File: src/rtl/prog_seq_pkg.sv
package prog_seq_pkg;
    typedef enum logic [1:0] {
        OP_STEP   = 2'd0,
        OP_JUMP   = 2'd1,
        OP_NZJUMP = 2'd2,
        OP_EXEC1  = 2'd3
    } seq_op_e;
endpackage

File: src/rtl/seq_field_mask.sv
// Keeps the low n bits of a right-justified field; length code 0 keeps all bits.
module seq_field_mask #(
    parameter int FIELD_W = 8,
    parameter int LEN_W   = 3,
    parameter int PAGE_W  = 5
) (
    input  logic [FIELD_W-1:0] field_i,
    input  logic [LEN_W-1:0]   len_i,
    output logic [PAGE_W-1:0]  low_o,
    output logic               nonzero_o
);
    logic [FIELD_W-1:0] keep;
    logic [FIELD_W-1:0] masked;

    for (genvar i = 0; i < FIELD_W; i++) begin : g_bit
        if (i < (1 << LEN_W)) begin : g_cmp
            assign keep[i] = (len_i == '0) || (LEN_W'(i) < len_i);
        end else begin : g_full
            assign keep[i] = (len_i == '0);
        end
    end

    assign masked    = field_i & keep;
    assign low_o     = masked[PAGE_W-1:0];
    assign nonzero_o = |masked;
endmodule

File: src/rtl/seq_page_addr.sv
// Forms an in-page address: page bits kept, offset = (a + b) wrapped to the page.
module seq_page_addr #(
    parameter int ADDR_W = 13,
    parameter int PAGE_W = 5
) (
    input  logic [ADDR_W-PAGE_W-1:0] page_i,
    input  logic [PAGE_W-1:0]        off_a_i,
    input  logic [PAGE_W-1:0]        off_b_i,
    output logic [ADDR_W-1:0]        addr_o
);
    logic [PAGE_W-1:0] offset;

    assign offset = off_a_i + off_b_i;
    assign addr_o = {page_i, offset};
endmodule

File: src/rtl/prog_sequencer.sv
module prog_sequencer #(
    parameter int ADDR_W  = 13,
    parameter int PAGE_W  = 5,
    parameter int FIELD_W = 8,
    parameter int LEN_W   = 3
) (
    input  logic                clk,
    input  logic                rst_n,
    input  logic [1:0]          op_i,
    input  logic [PAGE_W-1:0]   imm_i,
    input  logic [ADDR_W-1:0]   target_i,
    input  logic [FIELD_W-1:0]  field_i,
    input  logic [LEN_W-1:0]    len_i,
    output logic [ADDR_W-1:0]   fetch_word_o,
    output logic [ADDR_W:0]     fetch_byte_o,
    output logic [ADDR_W-1:0]   pc_o
);
    import prog_seq_pkg::*;

    localparam int HI_W = ADDR_W - PAGE_W;

    typedef struct packed {
        logic [ADDR_W-1:0] pc;
        logic [ADDR_W-1:0] ar;
    } seq_state_t;

    seq_state_t        state_d, state_q;
    seq_op_e           op;
    logic [PAGE_W-1:0] fld_low;
    logic              fld_nz;
    logic [ADDR_W-1:0] pc_inc;
    logic [ADDR_W-1:0] nz_addr;
    logic [ADDR_W-1:0] exec_addr;

    assign op     = seq_op_e'(op_i);
    assign pc_inc = state_q.pc + 1'b1;

    seq_field_mask #(
        .FIELD_W(FIELD_W), .LEN_W(LEN_W), .PAGE_W(PAGE_W)
    ) u_mask (
        .field_i   (field_i),
        .len_i     (len_i),
        .low_o     (fld_low),
        .nonzero_o (fld_nz)
    );

    // conditional jump: page of the program counter, immediate offset
    seq_page_addr #(.ADDR_W(ADDR_W), .PAGE_W(PAGE_W)) u_nz_addr (
        .page_i  (state_q.pc[ADDR_W-1:PAGE_W]),
        .off_a_i (imm_i),
        .off_b_i ('0),
        .addr_o  (nz_addr)
    );

    // indirect execute: page of the fetch address, field + immediate offset
    seq_page_addr #(.ADDR_W(ADDR_W), .PAGE_W(PAGE_W)) u_exec_addr (
        .page_i  (state_q.ar[ADDR_W-1:ADDR_W-HI_W]),
        .off_a_i (fld_low),
        .off_b_i (imm_i),
        .addr_o  (exec_addr)
    );

    always_comb begin
        state_d = state_q;
        unique case (op)
            OP_STEP: begin
                state_d.pc = pc_inc;
                state_d.ar = pc_inc;
            end
            OP_JUMP: begin
                state_d.pc = target_i;
                state_d.ar = target_i;
            end
            OP_NZJUMP: begin
                state_d.pc = fld_nz ? nz_addr : pc_inc;
                state_d.ar = fld_nz ? nz_addr : pc_inc;
            end
            OP_EXEC1: begin
                state_d.ar = exec_addr;
            end
            default: begin
                state_d.pc = pc_inc;
                state_d.ar = pc_inc;
            end
        endcase
    end

    always_ff @(posedge clk or negedge rst_n) begin
        if (!rst_n) begin
            state_q <= '0;
        end else begin
            state_q <= state_d;
        end
    end

    assign fetch_word_o = state_q.ar;
    assign fetch_byte_o = {state_q.ar, 1'b0};
    assign pc_o         = state_q.pc;
endmodule

File: config.mk
export PLATFORM = sky130hd
export DESIGN_NAME = prog_sequencer
export DESIGN_NICKNAME = d
export VERILOG_FILES = /design/src/rtl/prog_seq_pkg.sv /design/src/rtl/seq_field_mask.sv /design/src/rtl/seq_page_addr.sv /design/src/rtl/prog_sequencer.sv
export SDC_FILE = /design/constraint.sdc
export NUM_CORES = 1
export LEC_CHECK = 0
export BUFFER_PORTS_ARGS = -buffer_cell sky130_fd_sc_hd__buf_2
export CAP_MARGIN = 40
export CORE_ASPECT_RATIO = 1.5
export CORE_MARGIN = 3
export CORE_UTILIZATION = 50
export CTS_BUF_LIST = sky130_fd_sc_hd__clkbuf_8
export DETAILED_ROUTE_END_ITERATION = 7
export MAX_ROUTING_LAYER = met4
export PLACE_DENSITY = 0.78
export SLEW_MARGIN = 20
export SYNTH_ARGS = -nofsm -noshare
export SYNTH_HDL_FRONTEND = slang
export SYNTH_SLANG_ARGS = --single-unit
File: constraint.sdc
create_clock -name clk -period 6.25 [get_ports clk]
set_clock_uncertainty 0.2 [all_clocks]
set_input_delay 0 -clock clk [delete_from_list [all_inputs] [get_ports clk]]
set_output_delay 0 -clock clk [all_outputs]
set_load 0.03 [all_outputs]
== Word-level counts from Yosys, hierarchy flattened ==
Cells that the tools add are included.

* Register bits after elaboration: 26
* Bits in latches: 0
* Memory bits (writable): 0
* Bits in read-only memories: 0
* Bits of input ports: 33
* Output and inout bits: 40
* Memories kept: 0

* $add $sub $neg: 2
* Multiply operators: 0
* Divide/modulo/power cells: 0
* Order comparisons: 8
* Equality and inequality tests: 3
* Shifts and indexed selects: 0
* Multiplexer cells: 3
* Bitwise operators: 1
* Reduce and logical (&&, ||, !) cells: 12

{| class="wikitable"
|+ Operator list
! cell !! count
|-
| one-hot mux 13 bit (4 select lines) || 1
|-
| one-hot mux 13 bit (3 select lines) || 1
|-
| adder 13 x 1 -> 13 bit (second input constant) || 1
|-
| two-way mux 13 bit || 1
|-
| < comparator 3 bit (first input constant) || 4
|-
| AND 8 bit || 1
|-
| logical OR 1 bit || 8
|-
| OR reduction 8 bit || 1
|-
| < comparator 1 x 3 -> 1 bit (first input constant) || 2
|-
| < comparator 2 x 3 -> 1 bit (first input constant) || 2
|-
| adder 5 bit || 1
|-
| equality test 2 bit (second input constant) || 2
|-
| zero test 3 bit || 1
|-
| nonzero test 3 bit || 1
|-
| equality test 2 x 1 -> 1 bit (second input constant) || 1
|-
| zero test 2 bit || 1
|}

== Longest topological paths before layout ==
* Depth in word-level cells: 6
* Depth in mapped cells: 11

== Cells and area by module ==
A second synthesis with hierarchy kept.

* Cell total of the unflattened synthesis: 270
* Area total of the unflattened synthesis: 2,337.2 um^2

{| class="wikitable"
|+ By module, submodules not included
! module !! times used !! cells an instance !! area an instance (um^2) !! seq. area each (um^2)
|-
| prog_sequencer || 1 || 197 || 1,786.7 || 650.6
|-
| seq_page_addr || 2 || 27 || 219.0 || 0.0
|-
| seq_field_mask || 1 || 19 || 112.6 || 0.0
|}

== Worst setup path before layout ==
Ideal clock, no wire load.

* Path type: reg-to-reg
* From: register state_q, in the netlist pc_o[5]
* To: register state_q, in the netlist pc_o[9]
* Library setup time: 86 ps
* Arrival: 1,956 ps
* Data required time: 5,964 ps
* Slack: 4,008 ps
* Cell stages (with the launch flop): 8
* Path through: dfrtp_1 -> clkbuf_1 -> and3_1 -> nand4_1 -> or2_1 -> a211o_1 -> a21boi_1 -> o221ai_2

* Cells in the longest elaborated chain, start to end: 3

{| class="wikitable"
|+ Ends and longest elaborated chain
! what !! line !! text
|-
| from (decl) || prog_sequencer.sv:27 || <nowiki>seq_state_t state_d, state_q;</nowiki>
|-
| from (signal assigned) || prog_sequencer.sv:92 || <nowiki>state_q <= state_d;</nowiki>
|-
| adder 13 x 1 -> 13 bit (*) || prog_sequencer.sv:36 || <nowiki>assign pc_inc = state_q.pc + 1'b1;</nowiki>
|-
| two-way mux 13 bit || n/a ||
|-
| one-hot mux 13 bit (3 select lines) (*) || prog_sequencer.sv:65 || <nowiki>unique case (op)</nowiki>
|}

Every way passes the cells marked *; elsewhere a longest branch is shown, timed or not.
A chain may end at the register's enable or synchronous reset.

==> results.ini <==
[synthesis]
fraction_of_registers_with_async_set_reset_pct = 100.0
synth_top_cells_by_area = sky130_fd_sc_hd__dfrtp_1 27%, sky130_fd_sc_hd__ha_1 5.2%, sky130_fd_sc_hd__buf_4 5.0%
synth_top_area_cell = sky130_fd_sc_hd__dfrtp_1
yosys.cell_count.top_type = sky130_fd_sc_hd__nand2_1
yosys_register_bits = 26
synth_enable_flop_cells = 0
syn_avg_cell_area_um2 = 8.160
ys_dominant_reg_cell = sky130_fd_sc_hd__dfrtp_1
post_synthesis_instance_area_um2 = 2424
netlist_top_cells_count = 30 x sky130_fd_sc_hd__nand2_1, 26 x sky130_fd_sc_hd__dfrtp_1, 18 x sky130_fd_sc_hd__a21oi_1
synth_cells = 297
synthesis.nets = 341
yosys.area.top_type_share_pct = 26.85
ys_warn_count = 0
yosys.cell_types.count = 61
synth.yosys.seq_area_share_pct = 26.85

[outcome]
result_of_the_run = finished clean

[clocking]
ctsLongestPathBuffers = 2
cts-buffers-inserted = 3
cts_setup_buffers = 0
clockRootBuffer = sky130_fd_sc_hd__clkbuf_8
ctsHtreeMaxLevel = 1
worst_setup_hold_path_clk_slew_ps = 100
clkLatencyLatePin_ps = 280
cts.sinks = 26
tritoncts = done
cts_hold_buf = 22
cts.repair.resized = 0

[sta]
share_of_the_clock_period_used_by_the_worst_path_pct = 43.23
period_minus_slack_ps = 2702
finalSetupViolCount = 0
worstMarginPinSlew_ps = 825.1
achievable-frequency_ghz = 0.3701
slew_headroom_pct = 44.99
setup_total_negative_slack_ps = 0
slew_limit_fails = 0
rsz0062_at_grt = no
report.final.hold_viol_count = 0

[route]
finalWirelength_mm = 7.401
vias = 2648
drtAntennaViolNets = 0
drt_pre_antenna_iters = 5
wire_per_inst_um = 17.54
drt_drc_violations_left = 0
vias_per_cell = 6.275
dr.first_iter.drc_count = 249

[cells_and_area]
drive_gt1_share_pct = 23.74
area.growth.synth_to_final_pct = 21.89
nets = 403
final_antenna_diode_count = 0
layout.cell_area.non_filler_um2 = 2954
fillCellCount = 428
post-route-util_pct = 63.98

[pwr]
fin_total_pwr_w = 0.0007408
powerDensity_nw_per_um2 = 250.8
peakVddDrop_v = 0.0001028
p_leak_nw = 1.327

[critical_path]
worstSetupPathType = in2reg
worst-endpoint-arrival_ps = 2730
worst_setup_path_start_kind = input port
r2r_slack_ps = 3760
worst-r2r-cell-count = 6
worst_setup_path_end_kind = flip-flop
reg2reg_from = pc_o[0]
critPathMaxFanout = 11
worst_r2r_endpoint = pc_o[4]
crit_required_ps = 6280

[place]
port_buffers = 71
dpl-instance-area_um2 = 2663
place_congestion = 0.9263
place_hpwl_mm = 5.245

[grt]
grt_start_max_net_pins = 27
via_count_of_the_first_global_routing_pass = 2572
grt_pass1_wl_mm = 12.12
final_global_route_overflow_total = 0
antenna_found_initial = 0
grtUsageTotal_pct = 26.82

[job]
maxCapViolCount = 0

[die]
coreArea_um2 = 4617
std_cell_rows = 30
effective_utilization_at_floorplan_pct = 52.49
design.portCount = 73
die_height_um = 91.27
die_area_um2 = 5736
fp.dieW_um = 62.85

[hold_path]
hp-class = in2async

placed cells by master, fill, tap and decap left out, types with 3 or more instances in the layout:
cell	count
sky130_fd_sc_hd__o21ai_1	5
sky130_fd_sc_hd__xor2_1	5
sky130_fd_sc_hd__o221ai_1	5
sky130_fd_sc_hd__dlygate4sd3_1	22
sky130_fd_sc_hd__o21bai_1	3
sky130_fd_sc_hd__buf_2	71
sky130_fd_sc_hd__nor2_1	13
sky130_fd_sc_hd__nand2_1	30
sky130_fd_sc_hd__o21a_1	4
sky130_fd_sc_hd__nand3_1	10
sky130_fd_sc_hd__dfrtp_1	26
sky130_fd_sc_hd__inv_1	15
sky130_fd_sc_hd__o211ai_1	3
sky130_fd_sc_hd__a31oi_1	8
sky130_fd_sc_hd__and2_1	3
sky130_fd_sc_hd__a32oi_1	6
sky130_fd_sc_hd__clkbuf_8	3
sky130_fd_sc_hd__ha_1	10
sky130_fd_sc_hd__and3_1	3
sky130_fd_sc_hd__xnor2_1	9
sky130_fd_sc_hd__a21boi_1	3
sky130_fd_sc_hd__a211oi_1	3
sky130_fd_sc_hd__a221o_1	5
sky130_fd_sc_hd__a21o_1	4
sky130_fd_sc_hd__o22ai_1	3
sky130_fd_sc_hd__o21ai_0	12
sky130_fd_sc_hd__nor3_1	5
sky130_fd_sc_hd__a21oi_1	18
sky130_fd_sc_hd__a22oi_1	6
flip-flops by register name (all words and copies together) (netlist names):
| name | flops |
|---|---|
| pc_o | 13 |
| fetch_word_o | 13 |
how the worst max path moves through the flow:
| stage | slack, ps | end | from |
|---|---|---|---|
| 5_1_grt | 3450 | pc_o[4] | op_i[0] |
| 3_3_place_gp | 3830 | fetch_word_o[7] | field_i[3] |
| 4_1_cts | 3600 | fetch_word_o[3] | field_i[3] |
| 6_report | 3550 | fetch_word_o[3] | field_i[3] |
| 2_1_floorplan | 4010 | pc_o[9] | pc_o[5] |
| 3_5_place_dp | 3760 | fetch_word_o[5] | field_i[3] |
power breakdown:
part           internal [W]  switching [W]  total [W]
Sequential         0.000199      0.0000471   0.000247
Clock             0.0000859      0.0000593   0.000145
Combinational      0.000125       0.000224   0.000349
Total              0.000410       0.000331   0.000741
kinds of logic (layout without fill, tap and decap cells):
logic type | after synthesis | in the layout | synth area share (%)
AOI/OAI and AO/OA | 110 | 110 | 33.35
buffers and inverters | 52 | 113 | 11.05
other | 1 | 1 | 0.1547
and+or+nand+nor | 83 | 83 | 17.55
adders and majority gates | 11 | 11 | 5.989
DFF | 26 | 26 | 26.85
xor gates and xnor gates | 14 | 14 | 5.059
area by class of cell:
| class | count | area (µm²) | share of cell area (%) |
|---|---|---|---|
| clock buffer | 3 | 41.29 | 1.398 |
| tap | 64 | 80.08 | 2.711 |
| sequential | 26 | 650.6 | 22.02 |
| inverter | 15 | 56.30 | 1.906 |
| timing repair buffer | 94 | 590.6 | 19.99 |
| multi-input combinational | 219 | 1505 | 50.95 |
| clock inverter | 1 | 30.03 | 1.017 |
stage by stage:
stage	setup WS (ps)	hold WS [ps]	std cells
final	3548	51.95	422
after global routing	3450	85.57	422
after CTS	3600	53.30	422
after detailed placement	3764	-156.8	396
after global placement	3831	-163.4	395
after floorplan	4008	-495.6	297
layer usage:
metal  part of all wire, %  vias up  global-route usage, %
met5                     0        -                      -
met4                   4.3        0                  14.92
met3                   8.3       36                  2.228
met2                    51      189                  46.48
met1                    37     1215                  30.12
li1                      -     1208                      -
critical path, stage by stage:
cell                            delay, ps
sky130_fd_sc_hd__buf_2                100
sky130_fd_sc_hd__or4_1                500
sky130_fd_sc_hd__and3_4               190
sky130_fd_sc_hd__or3_1                510
sky130_fd_sc_hd__nor2_2               490
sky130_fd_sc_hd__a22oi_1              170
sky130_fd_sc_hd__o22ai_1              190
sky130_fd_sc_hd__dlygate4sd3_1        570
(Power assumes the default switching activity.)
